File: src/rtl/byte_cpu.sv
module byte_cpu #(
  parameter logic [15:0] RESET_PC = 16'h0000
) (
  input  logic        clk,
  input  logic        rst_n,
  output logic [15:0] mem_addr,
  input  logic [7:0]  mem_rdata,
  output logic        halted,
  output logic        illegal
);
  localparam logic [7:0] OP_MOVI = 8'h01;
  localparam logic [7:0] OP_ADD  = 8'h02;
  localparam logic [7:0] OP_SUB  = 8'h03;
  localparam logic [7:0] OP_JMP  = 8'h04;
  localparam logic [7:0] OP_JZ   = 8'h05;
  localparam logic [7:0] OP_JNZ  = 8'h06;
  localparam logic [7:0] OP_CMPI = 8'h07;
  localparam logic [7:0] OP_MOVR = 8'h08;
  localparam logic [7:0] OP_CMPR = 8'h09;
  localparam logic [7:0] OP_HLT  = 8'hFF;

  typedef enum logic [2:0] {
    S_OREQ, S_OCAP, S_AREQ, S_ACAP, S_BREQ, S_BCAP, S_HALT
  } state_t;

  state_t          state;
  logic [15:0]     pc;
  logic [7:0]      op, opa;
  logic [3:0][7:0] rf;
  logic            zf, cf, ill;

  logic [7:0]  ra, rb, bsel;
  logic [8:0]  sum, dif;
  logic [15:0] target;
  logic        op_known, use_imm;

  assign mem_addr = pc;
  assign halted   = (state == S_HALT);
  assign illegal  = ill;

  assign ra       = (opa < 8'd4) ? rf[opa[1:0]] : 8'd0;
  assign rb       = (mem_rdata < 8'd4) ? rf[mem_rdata[1:0]] : 8'd0;
  assign use_imm  = (op == OP_MOVI) || (op == OP_CMPI);
  assign bsel     = use_imm ? mem_rdata : rb;
  assign sum      = {1'b0, ra} + {1'b0, bsel};
  assign dif      = {1'b0, ra} - {1'b0, bsel};
  assign target   = {mem_rdata, opa};
  assign op_known = (mem_rdata >= OP_MOVI && mem_rdata <= OP_CMPR);

  always_ff @(posedge clk) begin
    if (!rst_n) begin
      state <= S_OREQ;
      pc    <= RESET_PC;
      op    <= 8'd0;
      opa   <= 8'd0;
      rf    <= '0;
      zf    <= 1'b0;
      cf    <= 1'b0;
      ill   <= 1'b0;
    end else begin
      case (state)
        S_OREQ: state <= S_OCAP;
        S_OCAP: begin
          op <= mem_rdata;
          pc <= pc + 16'd1;
          if (mem_rdata == OP_HLT) begin
            state <= S_HALT;
          end else if (!op_known) begin
            ill   <= 1'b1;
            state <= S_HALT;
          end else begin
            state <= S_AREQ;
          end
        end
        S_AREQ: state <= S_ACAP;
        S_ACAP: begin
          opa   <= mem_rdata;
          pc    <= pc + 16'd1;
          state <= S_BREQ;
        end
        S_BREQ: state <= S_BCAP;
        S_BCAP: begin
          state <= S_OREQ;
          pc    <= pc + 16'd1;
          case (op)
            OP_MOVI, OP_MOVR: begin
              if (opa < 8'd4) rf[opa[1:0]] <= bsel;
              zf <= (bsel == 8'd0);
            end
            OP_ADD: begin
              if (opa < 8'd4) rf[opa[1:0]] <= sum[7:0];
              zf <= (sum[7:0] == 8'd0);
              cf <= sum[8];
            end
            OP_SUB: begin
              if (opa < 8'd4) rf[opa[1:0]] <= dif[7:0];
              zf <= (dif[7:0] == 8'd0);
              cf <= dif[8];
            end
            OP_CMPI, OP_CMPR: begin
              zf <= (dif[7:0] == 8'd0);
              cf <= dif[8];
            end
            OP_JMP: pc <= target;
            OP_JZ:  if (zf)  pc <= target;
            OP_JNZ: if (!zf) pc <= target;
            default: ;
          endcase
        end
        S_HALT: ;
        default: state <= S_HALT;
      endcase
    end
  end

  p_fetch_hold_r2: assert property (@(posedge clk) disable iff (!rst_n)
    (state == S_OREQ || state == S_AREQ || state == S_BREQ) |=> $stable(mem_addr));

  p_operand_step_r2: assert property (@(posedge clk) disable iff (!rst_n)
    (state == S_ACAP) |=> (mem_addr == $past(mem_addr) + 16'd1));

  p_cmp_nowrite_r7: assert property (@(posedge clk) disable iff (!rst_n)
    (state == S_BCAP && (op == OP_CMPI || op == OP_CMPR)) |=> $stable(rf));

  p_jump_flags_r9: assert property (@(posedge clk) disable iff (!rst_n)
    (state == S_BCAP && (op == OP_JMP || op == OP_JZ || op == OP_JNZ)) |=> ($stable(zf) && $stable(cf)));

  p_halt_sticky_r10: assert property (@(posedge clk) disable iff (!rst_n)
    halted |=> halted);

  p_halt_frozen_r10: assert property (@(posedge clk) disable iff (!rst_n)
    halted |=> ($stable(rf) && $stable(mem_addr)));

  p_ill_halts_r11: assert property (@(posedge clk) disable iff (!rst_n)
    illegal |-> halted);

  p_ill_sticky_r11: assert property (@(posedge clk) disable iff (!rst_n)
    illegal |=> illegal);
endmodule

File: config.mk
export PLATFORM = sky130hd
export DESIGN_NAME = byte_cpu
export DESIGN_NICKNAME = d
export VERILOG_FILES = /design/src/rtl/byte_cpu.sv
export SDC_FILE = /design/constraint.sdc
export NUM_CORES = 1
export LEC_CHECK = 0
export ABC_AREA = 1
export BUFFER_PORTS_ARGS = -buffer_cell sky130_fd_sc_hd__clkbuf_2
export CORE_MARGIN = 5
export CORE_UTILIZATION = 63
export DETAILED_ROUTE_END_ITERATION = 8
export PLACE_DENSITY = 0.91
export REMOVE_ABC_BUFFERS = 1
export SLEW_MARGIN = 20
export SYNTH_ARGS = -nofsm -noshare
export SYNTH_HDL_FRONTEND = slang
export SYNTH_SLANG_ARGS = --single-unit
File: constraint.sdc
create_clock -name clk -period 3.6 [get_ports clk]
set_input_delay 0.54 -clock clk [delete_from_list [all_inputs] [get_ports clk]]
set_output_delay 0.54 -clock clk [all_outputs]
set_load 0.1 [all_outputs]
==> metrics.md, run 1 <==
| Metric | Value |
|---|---|
| Distinct cells, synth | 52 |
| Post-synthesis register bit count | 69 |
| CP Class | flop to flop |
| Finished Layout Cells | 1051 |
| Largest family of logic cells by synthesized area | simple AND/OR/NAND/NOR gates |
| Fill count | 714 |
| Dpl cell area | 6010 µm² |
| Die Y | about 100 µm |
| Num ports | 28 |
| # setup viols final | 0 |
| XOR/XNOR share of the synthesized area | 2.57% |
| Post-CTS Setup Inserts | 0 |
| TritonCTS buffer count | 9 |
| Critical Path AT | 3660 ps |
| Most common cell after layout, fill and taps aside | nand2_1 |
| Initial detailed-routing violation count | between 1000 and 1500 |
| Die W | 105 µm |
| Nature of the critical path endpoint | flop |
| RSZ-0062 raised after global routing | false |
| Static Leak | between 2 and 3 nW |
| Seq/Total Area, Yosys | 24.5% |
| CTS Hold Bufs | 0 |
| Req. time, crit path | 3880 ps |
| Via count | 6786 |
| Final min period | 3380 ps |
| Die ar. | 11000 µm² |
| Vias in the first global route | 6109 |
| Port Buffers | 27 |
| Global-route wire length before repair | 31.3 mm |
| Hold crit path type | flop to flop |
| Vias per inst | 6.46 |
| Status | finished with violations |
| Placer Congestion | 1.08 |
| 1st-pass router iterations | 9 |
| WL per Instance | 18.6 µm |
| Number of max-cap violations | 0 |
| Clock Skew | 16.7 ps |
| N_diodes | 0 |
| Syn Area/Cell | 6.25 µm² |
| Final Hold Vio Count | 0 |
| Worst-margin pin slew | 1010 ps |
| Total clock sinks | 69 |
| Final period utilization | 94.0% |
| Setup TNS | 0 ps |
| WHS Path Cells | 2 |
| CP startpoint kind | flop |
| Clock slew at reported path FFs | 90 ps |
| Post-layout util | 71.6% |
| Pwr dens | 409 nW/µm² |
| Final-stage net count | about 970 |
| Initial antenna violation count | 0 |
| Simple-gate portion of the synthesized area | 31.5% |
| Root buf cell | clkbuf_8 |
| Ys Warns | 0 |
| Maximum clock insertion buffer count | 2 |
| Largest net degree at the start of global routing | 42 |
| Initial core utilization | 64.8% |
| Fin area | 6240 µm² |
| GRT Total Usage | 35.1% |
| Cts repair resizes | 0 |
| DP HPWL | 13.8 mm |
| DRT antenna net count | 0 |
| Max Slew Vio Count | 0 |
| Fmax | 295 MHz |
| Post-Syn Instances | about 900 |
| CP Max Fanout | 20 |
| Most frequent cells in the layout | nand2_1, inv_1, a21oi_1 |
| Multiplexer share of the synthesized area | 0% |
| Worst-Skew Late Latency | 380 ps |
| Overflow after GRT | 0 |
| Inst Count DP | 1035 |
| Row count | 34 |
| Post-Synth Adder-Cell Area | 3.90% |
| Total routed wirelength | 19.5 mm |
| Worst R2R Path Depth | 15 |
| Floorplan core area | approximately 8700 µm² |
| Area growth syn-to-layout | 10.5% |
| Worst slew margin | 32.6% |
| Register area | about 1400 µm² |
| Pwr Total | 2.55 mW |
| Failing checks | design-rule violations |
| VDD IR-drop max | 0.245 mV |
| H-tree level count | 3 |
| Layout cells sized above 1 | 14.2% |
| Drt drc | 47 |
| Mapped cell area | 5650 µm² |
| CTS tree | yes |
| Area of the multi-input gates | 3610 µm² |
| Compound-Gate Fraction of Synth Area | about a quarter |
-- kinds of logic after synthesis --
kind of cell / Yosys count
xor gates and xnor gates: 14
buffers and inverters: 170
and+or+nand+nor: 384
AOI/OAI and AO/OA: 250
adders and majority gates: 17
DFF: 69
-- final timing paths --
check                            from            endpoint  slack (ps)
setup reg to reg  opa[0]$_SDFFE_PN0P_                flop         220
hold reg to reg    op[5]$_SDFFE_PN0P_  op[5]$_SDFFE_PN0P_         460
setup / recovery  opa[0]$_SDFFE_PN0P_                flop         220
hold / removal     op[5]$_SDFFE_PN0P_  op[5]$_SDFFE_PN0P_         460
-- final cells by class --
type | count | area share (%)
clock buffer | 10 | 2.20
clock inverter | 6 | 1.50
inverter | 132 | 7.94
multi-input combinational | 665 | 57.8
sequential | 69 | 22.1
tap | 108 | 2.16
timing repair buffer | 61 | 6.25
-- metal layers --
layer / track usage (%) / vias up / routed length (µm)
met2: 51.3 / 577 / 8150
met1: 47.5 / 2950 / 7220
met5: 0 / - / 25
li1: - / 3119 / -
met4: 19.9 / 2 / 1160
met3: 7.77 / 138 / 2980
-- synthesized netlist by cell type, drive strengths merged --
master    n  area [µm²]
clkinv    1        3.75
nand3    89         473
o22ai    13        87.6
or2       4        27.5
nand4    11        68.8
a31oi     5        31.3
a22oi     5        37.5
xnor2     1        8.76
ha       16         200
xor2     13         136
nor4      4        25.0
nor3     11        55.1
buf      14        73.8
fa        1        20.0
clkbuf   24        90.1
nor3b     2        20.0
nor2     64         304
a21boi    1        7.51
o221ai    1        8.76
a41oi     7        61.3
a21oi    90         454
dfxtp    69        1380
inv     131         492
o211ai   18         140
nand2   194         771
o21ai    98         521
a211oi    5        37.5
a221oi    4        53.8
and3      1        6.26
o21a      2        15.0
a21o      1        7.51
nand3b    4        30.0
-- power breakdown --
group          internal [mW]  switching (mW)  leakage, nW
sequential             0.801          0.0374        0.562
combinational          0.260           0.673         2.21
clock                  0.416           0.364        0.113
-- through the flow --
step	worst slack, ps	hold slack, ps
2_1_floorplan	417	429
3_3_place_gp	190	442
3_5_place_dp	131	444
4_1_cts	403	456
5_1_grt	63.0	482
6_report	215	455
-- worst max-delay path, stage by stage (launching register included) --
cell and delay, ps:
dfxtp_1 490, nor2_1 120, inv_1 90, buf_4 270, o22ai_1 120, nor3_1 360
ha_1 440, a21oi_1 210, o21ai_1 150, a21oi_1 270, xor2_2 350, nand2_1 100
nand3_1 90, nand3_1 110, nand2_1 70, inv_1 40
Power figures use the tool's default switching activity.
==> inputs of run 2 (changes only) <==
--- a/config.mk
+++ b/config.mk
@@ -8,9 +8,10 @@
 export ABC_AREA = 1
 export BUFFER_PORTS_ARGS = -buffer_cell sky130_fd_sc_hd__clkbuf_2
 export CORE_MARGIN = 5
-export CORE_UTILIZATION = 63
+export CORE_UTILIZATION = 64
+export CTS_BUF_LIST = sky130_fd_sc_hd__clkbuf_4
 export DETAILED_ROUTE_END_ITERATION = 8
-export PLACE_DENSITY = 0.91
+export PLACE_DENSITY = 0.92
 export REMOVE_ABC_BUFFERS = 1
 export SLEW_MARGIN = 20
 export SYNTH_ARGS = -nofsm -noshare
==> metrics.md, run 2 (same netlist as run 1, synthesis figures left out) <==
| Metric | Value |
|---|---|
| Status | completed (was finished with violations) |
| TritonCTS buffer count | 9 (unchanged) |
| RSZ-0062 raised after global routing | false (unchanged) |
| Die W | 104 µm (was 105 µm) |
| Fin area | 6170 µm² (was 6240 µm²) |
| Post-layout util | 71.1% (was 71.6%) |
| WHS Path Cells | 2 (unchanged) |
| Pwr Total | 2.38 mW (was 2.55 mW) |
| Num ports | 28 (unchanged) |
| H-tree level count | 3 (unchanged) |
| Overflow after GRT | 0 (unchanged) |
| Maximum clock insertion buffer count | 2 (unchanged) |
| Row count | 34 (unchanged) |
| CP startpoint kind | flop (unchanged) |
| # setup viols final | 0 (unchanged) |
| CP Class | flop to flop (unchanged) |
| GRT Total Usage | 34.0% (was 35.1%) |
| Area growth syn-to-layout | 9.17% (was 10.5%) |
| Floorplan core area | 8680 µm² (was 8720 µm²) |
| CP most frequent cell | nand2_1 |
| CP peak stage delay | 420 ps (was 490 ps) |
| Max Slew Vio Count | 0 (unchanged) |
| Most frequent cells in the layout | nand2_1, inv_1, a21oi_1 (unchanged) |
| Number of max-cap violations | 0 (unchanged) |
| WL per Instance | 17.9 µm (was 18.6 µm) |
| Total clock sinks | 69 (unchanged) |
| Drt drc | 0 (was 47) |
| Worst-Skew Late Latency | 440 ps (was 380 ps) |
| Pwr dens | 386 nW/µm² (was 409 nW/µm²) |
| 1st-pass router iterations | 8 (was 9) |
| Cts repair resizes | 0 (unchanged) |
| CP Max Fanout | 14 (was 20) |
| CP max-delay cell | dfxtp_1 (unchanged) |
| Final-stage net count | 963 (was 965) |
| Total routed wirelength | 18.8 mm (was 19.5 mm) |
| Dpl cell area | 6000 µm² (was 6010 µm²) |
| Critical path, cell by cell | inv_1 -> nand2_1 -> nor2_2 -> o21ai_4 -> o21ai_0 -> o21ai_0 -> inv_1 -> ha_1 -> fa_1 -> o21ai_0 -> nand2_1 -> nand2_1 -> a21oi_1 -> xor2_1 -> buf_4 -> nand2_1 -> nand3_1 -> nand3_1 -> nand2_1 -> inv_1 (was nor2_1 -> inv_1 -> buf_4 -> o22ai_1 -> nor3_1 -> ha_1 -> a21oi_1 -> o21ai_1 -> a21oi_1 -> xor2_2 -> nand2_1 -> nand3_1 -> nand3_1 -> nand2_1 -> inv_1) |
| Final Hold Vio Count | 0 (unchanged) |
| Clock Skew | 18.4 ps (was 16.7 ps) |
| Via count | 6735 (was 6786) |
| Port Buffers | 27 (unchanged) |
| Fill count | 749 (was 714) |
| Initial detailed-routing violation count | 860 (was 1170) |
| Hold crit path type | flop to flop (unchanged) |
| Worst slew margin | 33.2% (was 32.6%) |
| Global-route wire length before repair | 30.7 mm (was 31.3 mm) |
| CTS Hold Bufs | 0 (unchanged) |
| Die ar. | 10800 µm² (was 11000 µm²) |
| Vias in the first global route | 6351 (was 6109) |
| Die Y | 104 µm (was 105 µm) |
| Initial core utilization | 65.1% (was 64.8%) |
| Final min period | 3370 ps (was 3380 ps) |
| Static Leak | 2.84 nW (was 2.88 nW) |
| Post-CTS Setup Inserts | 0 (unchanged) |
| Largest net degree at the start of global routing | 46 (was 42) |
| Layout cells sized above 1 | 14.0% (was 14.2%) |
| Final period utilization | 93.7% (was 94.0%) |
| N_diodes | 0 (unchanged) |
| Clock slew at reported path FFs | 140 ps (was 90 ps) |
| Root buf cell | clkbuf_4 (was clkbuf_8) |
| Most common cell after layout, fill and taps aside | nand2_1 (unchanged) |
| Worst R2R Path Depth | 20 (was 15) |
| DP HPWL | 13.6 mm (was 13.8 mm) |
| Req. time, crit path | 3960 ps (was 3880 ps) |
| Nature of the critical path endpoint | flop (unchanged) |
| Vias per inst | 6.42 (was 6.46) |
| Placer Congestion | 1.05 (was 1.08) |
| VDD IR-drop max | 0.183 mV (was 0.245 mV) |
| Critical Path AT | 3730 ps (was 3660 ps) |
| Worst-margin pin slew | 998 ps (was 1010 ps) |
| Setup TNS | 0 ps (unchanged) |
| Fmax | 296 MHz (was 295 MHz) |
| CTS tree | yes (unchanged) |
| Initial antenna violation count | 0 (unchanged) |
| DRT antenna net count | 0 (unchanged) |
-- run 2: stage by stage --
step / cells / hold slack [ps] / worst slack (ps)
6_report: 1049 / 465 / 225
2_1_floorplan: 866 / 429 / 417
3_3_place_gp: 1033 / 439 / 217
3_5_place_dp: 1033 / 447 / 83.4
5_1_grt: 1049 / 485 / 11.6
4_1_cts: 1049 / 452 / 286
-- run 2: critical path: cells and delay by family (launching register included) --
kind,cells,cell delay (ps)
buffers and inverters,4,400
adder cells (fa/ha/maj),2,660
XOR/XNOR,1,200
flip-flops,1,420
AO/OA/AOI/OAI,5,1010
AND/OR/NAND/NOR,8,610
-- run 2: cell type report --
cell class                      instances  area [µm²]  area share [%]
Inverter                              132         495            8.03
Clock inverter                          7        97.6            1.58
Tap cell                              108         135            2.19
Clock buffer                            9        67.6            1.10
Multi-Input combinational cell        665        3610            58.6
Timing Repair Buffer                   59         375            6.09
Sequential cell                        69        1380            22.4
-- run 2: report_power, final --
part           total (mW)  switching, mW  internal (mW)
Clock               0.606          0.323          0.284
Sequential          0.838         0.0360          0.802
Combinational       0.935          0.675          0.260
-- run 2: final timing paths --
kind                      start            endpoint  slack, ps
min          op[6]$_SDFFE_PN0P_  op[6]$_SDFFE_PN0P_        460
min reg2reg  op[6]$_SDFFE_PN0P_  op[6]$_SDFFE_PN0P_        460
max          op[1]$_SDFFE_PN0P_                flop        230
max reg2reg  op[1]$_SDFFE_PN0P_                flop        230
-- run 2: per-layer routing --
| layer | wire, µm | part of all wire [%] | GRT usage [%] |
|---|---|---|---|
| met2 | 7920 | 42 | 51.7 |
| met4 | 1320 | 7.0 | 20.5 |
| met5 | 0 | 0 | 0 |
| met1 | 6970 | 37 | 43.4 |
| met3 | 2530 | 14 | 8.01 |
==> inputs of run 3 (changes only) <==
--- a/config.mk
+++ b/config.mk
@@ -8,10 +8,10 @@
 export ABC_AREA = 1
 export BUFFER_PORTS_ARGS = -buffer_cell sky130_fd_sc_hd__clkbuf_2
 export CORE_MARGIN = 5
-export CORE_UTILIZATION = 64
+export CORE_UTILIZATION = 58
 export CTS_BUF_LIST = sky130_fd_sc_hd__clkbuf_4
 export DETAILED_ROUTE_END_ITERATION = 8
-export PLACE_DENSITY = 0.92
+export PLACE_DENSITY = 0.88
 export REMOVE_ABC_BUFFERS = 1
 export SLEW_MARGIN = 20
 export SYNTH_ARGS = -nofsm -noshare
==> constraint.sdc (replaced) <==
create_clock -name clk -period 3.1 [get_ports clk]
set_input_delay 0.465 -clock clk [delete_from_list [all_inputs] [get_ports clk]]
set_output_delay 0.465 -clock clk [all_outputs]
set_load 0.1 [all_outputs]
==> metrics.md, run 3 (same netlist as run 1, synthesis figures left out) <==
| Metric | Value |
|---|---|
| Area growth syn-to-layout | 19.1% (was 9.17%) |
| Nature of the critical path endpoint | flop (unchanged) |
| 1st-pass router iterations | 6 (was 8) |
| Hold crit path type | flop to flop (unchanged) |
| Clock Skew | 27.3 ps (was 18.4 ps) |
| Max Slew Vio Count | 0 (unchanged) |
| CP peak stage delay | 420 ps (about the same) |
| Req. time, crit path | 3490 ps (was 3960 ps) |
| # setup viols final | 0 (unchanged) |
| WL per Instance | 18.2 µm (was 17.9 µm) |
| Most frequent cells in the layout | nand2_1, inv_1, nand3_1 (was nand2_1, inv_1, a21oi_1) |
| Wire length on met3 | 2.59 mm (was 2.53 mm) |
| CP Max Fanout | 5 (was 14) |
| Floorplan core area | 9640 µm² (was 8680 µm²) |
| Initial core utilization | 58.6% (was 65.1%) |
| Die ar. | 11800 µm² (was 10800 µm²) |
| Critical path, cell by cell | nor2_1 -> nand3_1 -> nor4_2 -> buf_4 -> inv_1 -> ha_1 -> fa_1 -> o21ai_2 -> buf_4 -> xor2_1 -> inv_2 -> nor2_1 -> nand4_1 -> nor2_1 -> nor2_1 -> a21oi_1 (was inv_1 -> nand2_1 -> nor2_2 -> o21ai_4 -> o21ai_0 -> o21ai_0 -> inv_1 -> ha_1 -> fa_1 -> o21ai_0 -> nand2_1 -> nand2_1 -> a21oi_1 -> xor2_1 -> buf_4 -> nand2_1 -> nand3_1 -> nand3_1 -> nand2_1 -> inv_1) |
| N_diodes | 0 (unchanged) |
| Number of max-cap violations | 0 (unchanged) |
| R2r startpoint | opa[6]$_SDFFE_PN0P_ (was op[1]$_SDFFE_PN0P_) |
| Critical R2R Capture | zf$_SDFFE_PN0P_ |
| Maximum clock insertion buffer count | 2 (unchanged) |
| Area of the multi-input gates | 3720 µm² (was 3610 µm²) |
| Reg2Reg Setup Slack | 110 ps (was 230 ps) |
| Most common cell after layout, fill and taps aside | nand2_1 (unchanged) |
| Final min period | 2990 ps (was 3370 ps) |
| Die Y | 109 µm (was 104 µm) |
| Final period utilization | 96.4% (was 93.7%) |
| Finished Layout Cells | 1128 (was 1049) |
| Met2 Wirelength | 8.81 mm (was 7.92 mm) |
| Initial detailed-routing violation count | 930 (was 860) |
| Fin area | 6730 µm² (was 6170 µm²) |
| Drt drc | 0 (unchanged) |
| Num ports | 28 (unchanged) |
| CP Class | flop to flop (unchanged) |
| WHS Path Cells | 2 (unchanged) |
| TritonCTS buffer count | 9 (unchanged) |
| Worst-Skew Late Latency | 450 ps (was 440 ps) |
| Final-stage net count | 1017 (was 963) |
| Overflow after GRT | 0 (unchanged) |
| Worst R2R Path Depth | 16 (was 20) |
| CP most frequent cell | nor2_1 (was nand2_1) |
| Layout cells sized above 1 | 21.3% (was 14.0%) |
| GRT Total Usage | 34.4% (was 34.0%) |
| CTS Hold Bufs | 0 (unchanged) |
| Hold Path Sink | illegal$_SDFFE_PN0P_ (was op[6]$_SDFFE_PN0P_) |
| RSZ-0062 raised after global routing | true (was false) |
| Largest net degree at the start of global routing | 46 (unchanged) |
| Via count | 6977 (was 6735) |
| Total clock sinks | 69 (unchanged) |
| Worst slew margin | 33.9% (was 33.2%) |
| H-tree level count | 3 (unchanged) |
| Critical Path AT | 3380 ps (was 3730 ps) |
| Pwr dens | 447 nW/µm² (was 386 nW/µm²) |
| Worst-margin pin slew | 988 ps (was 998 ps) |
| Root buf cell | clkbuf_4 (unchanged) |
| Fill count | 853 (was 749) |
| Static Leak | 3.13 nW (was 2.84 nW) |
| CP startpoint kind | flop (unchanged) |
| Final Hold Vio Count | 0 (unchanged) |
| HP Start | illegal$_SDFFE_PN0P_ (was op[6]$_SDFFE_PN0P_) |
| DRT antenna net count | 0 (unchanged) |
| Fmax | 335 MHz (was 296 MHz) |
| Vias in the first global route | 6347 (was 6351) |
| VDD IR-drop max | 0.331 mV (was 0.183 mV) |
| Total routed wirelength | 20.5 mm (was 18.8 mm) |
| Global-route wire length before repair | 31.7 mm (was 30.7 mm) |
| Register area | 1390 µm² (was 1380 µm²) |
| Die W | 109 µm (was 104 µm) |
| Vias per inst | 6.19 (was 6.42) |
| Port Buffers | 27 (unchanged) |
| DP HPWL | 14.8 mm (was 13.6 mm) |
| CTS tree | yes (unchanged) |
| Dpl cell area | 6410 µm² (was 6000 µm²) |
| Inst Count DP | 1109 (was 1033) |
| Placer Congestion | 1.06 (was 1.05) |
| CP max-delay cell | fa_1 (was dfxtp_1) |
| Metal-1 WL | 7.71 mm (was 6.97 mm) |
| Row count | 36 (was 34) |
| Clock slew at reported path FFs | 160 ps (was 140 ps) |
| Initial antenna violation count | 0 (unchanged) |
| Top routing layer in use | met4 (unchanged) |
| Status | completed (unchanged) |
## run 3: cell count changes in the layout (fill, tap and decap cells not counted), moves of 5 or more
cell and delta:
o21ai_0 -5, buf_4 +52, nand2_1 -5, nand2_2 +5
a21oi_1 -5, a21oi_2 +5
## run 3: metal layers
layer  vias up  GRT usage [%]
li1       3213              -
met1      3062           43.9
met2       539           54.1
met3       163           7.52
met4         0           18.9
met5         -              0
## run 3: power breakdown
part	internal [mW]	switching [mW]
combinational	0.433	0.860
sequential	0.932	0.0438
clock	0.341	0.398
## run 3: worst max-delay path by stage
stage / cells after the start / start / endpoint / slack [ps]
2_1_floorplan: 15 / opa[1]$_SDFFE_PN0P_ / zf$_SDFFE_PN0P_ / -80
3_5_place_dp: 18 / mem_rdata[0] / zf$_SDFFE_PN0P_ / -40
6_report: 16 / opa[6]$_SDFFE_PN0P_ / zf$_SDFFE_PN0P_ / 110
5_1_grt: 16 / opa[3]$_SDFFE_PN0P_ / zf$_SDFFE_PN0P_ / -90
4_1_cts: 16 / op[0]$_SDFFE_PN0P_ / flop / 10
3_3_place_gp: 18 / mem_rdata[0] / zf$_SDFFE_PN0P_ / -30
## run 3: metrics by stage
step                setup TNS (ps)  utilization [%]  hold slack (ps)  power [mW]  worst slack (ps)
floorplan                     -721                -              429        1.71             -83.3
global placement             -69.3             66.5              440        2.15             -26.4
detailed placement            -213             66.5              448        2.17             -41.4
CTS                              0             68.3              431        2.90              14.5
global route                  -302             69.8              472        3.14             -93.5
finish                           0             69.8              462        3.01               112
## run 3: worst max-delay path: cells and delay by family, from the launching register on
family | cells | cell delay [ps]
adder cells (fa/ha/maj) | 2 | 640
flip-flops | 1 | 370
AND/OR/NAND/NOR | 7 | 990
XOR/XNOR | 1 | 160
buffers and inverters | 4 | 450
AO/OA/AOI/OAI | 2 | 330
## run 3: repair_timing
item | 4_1_cts | 5_1_grt
setup buffers | 0 | 3
setup endpoints to repair | 0 | 17
gates resized for setup | 0 | 36
## run 3: cell type report
cell class,count,area share [%]
repair buffers,113,11.7
well taps,133,2.47
multi-input cells,665,55.2
clock buffers,9,1.00
flip-flops and latches,69,20.6
clock inverters,7,1.56
inverters,132,7.36
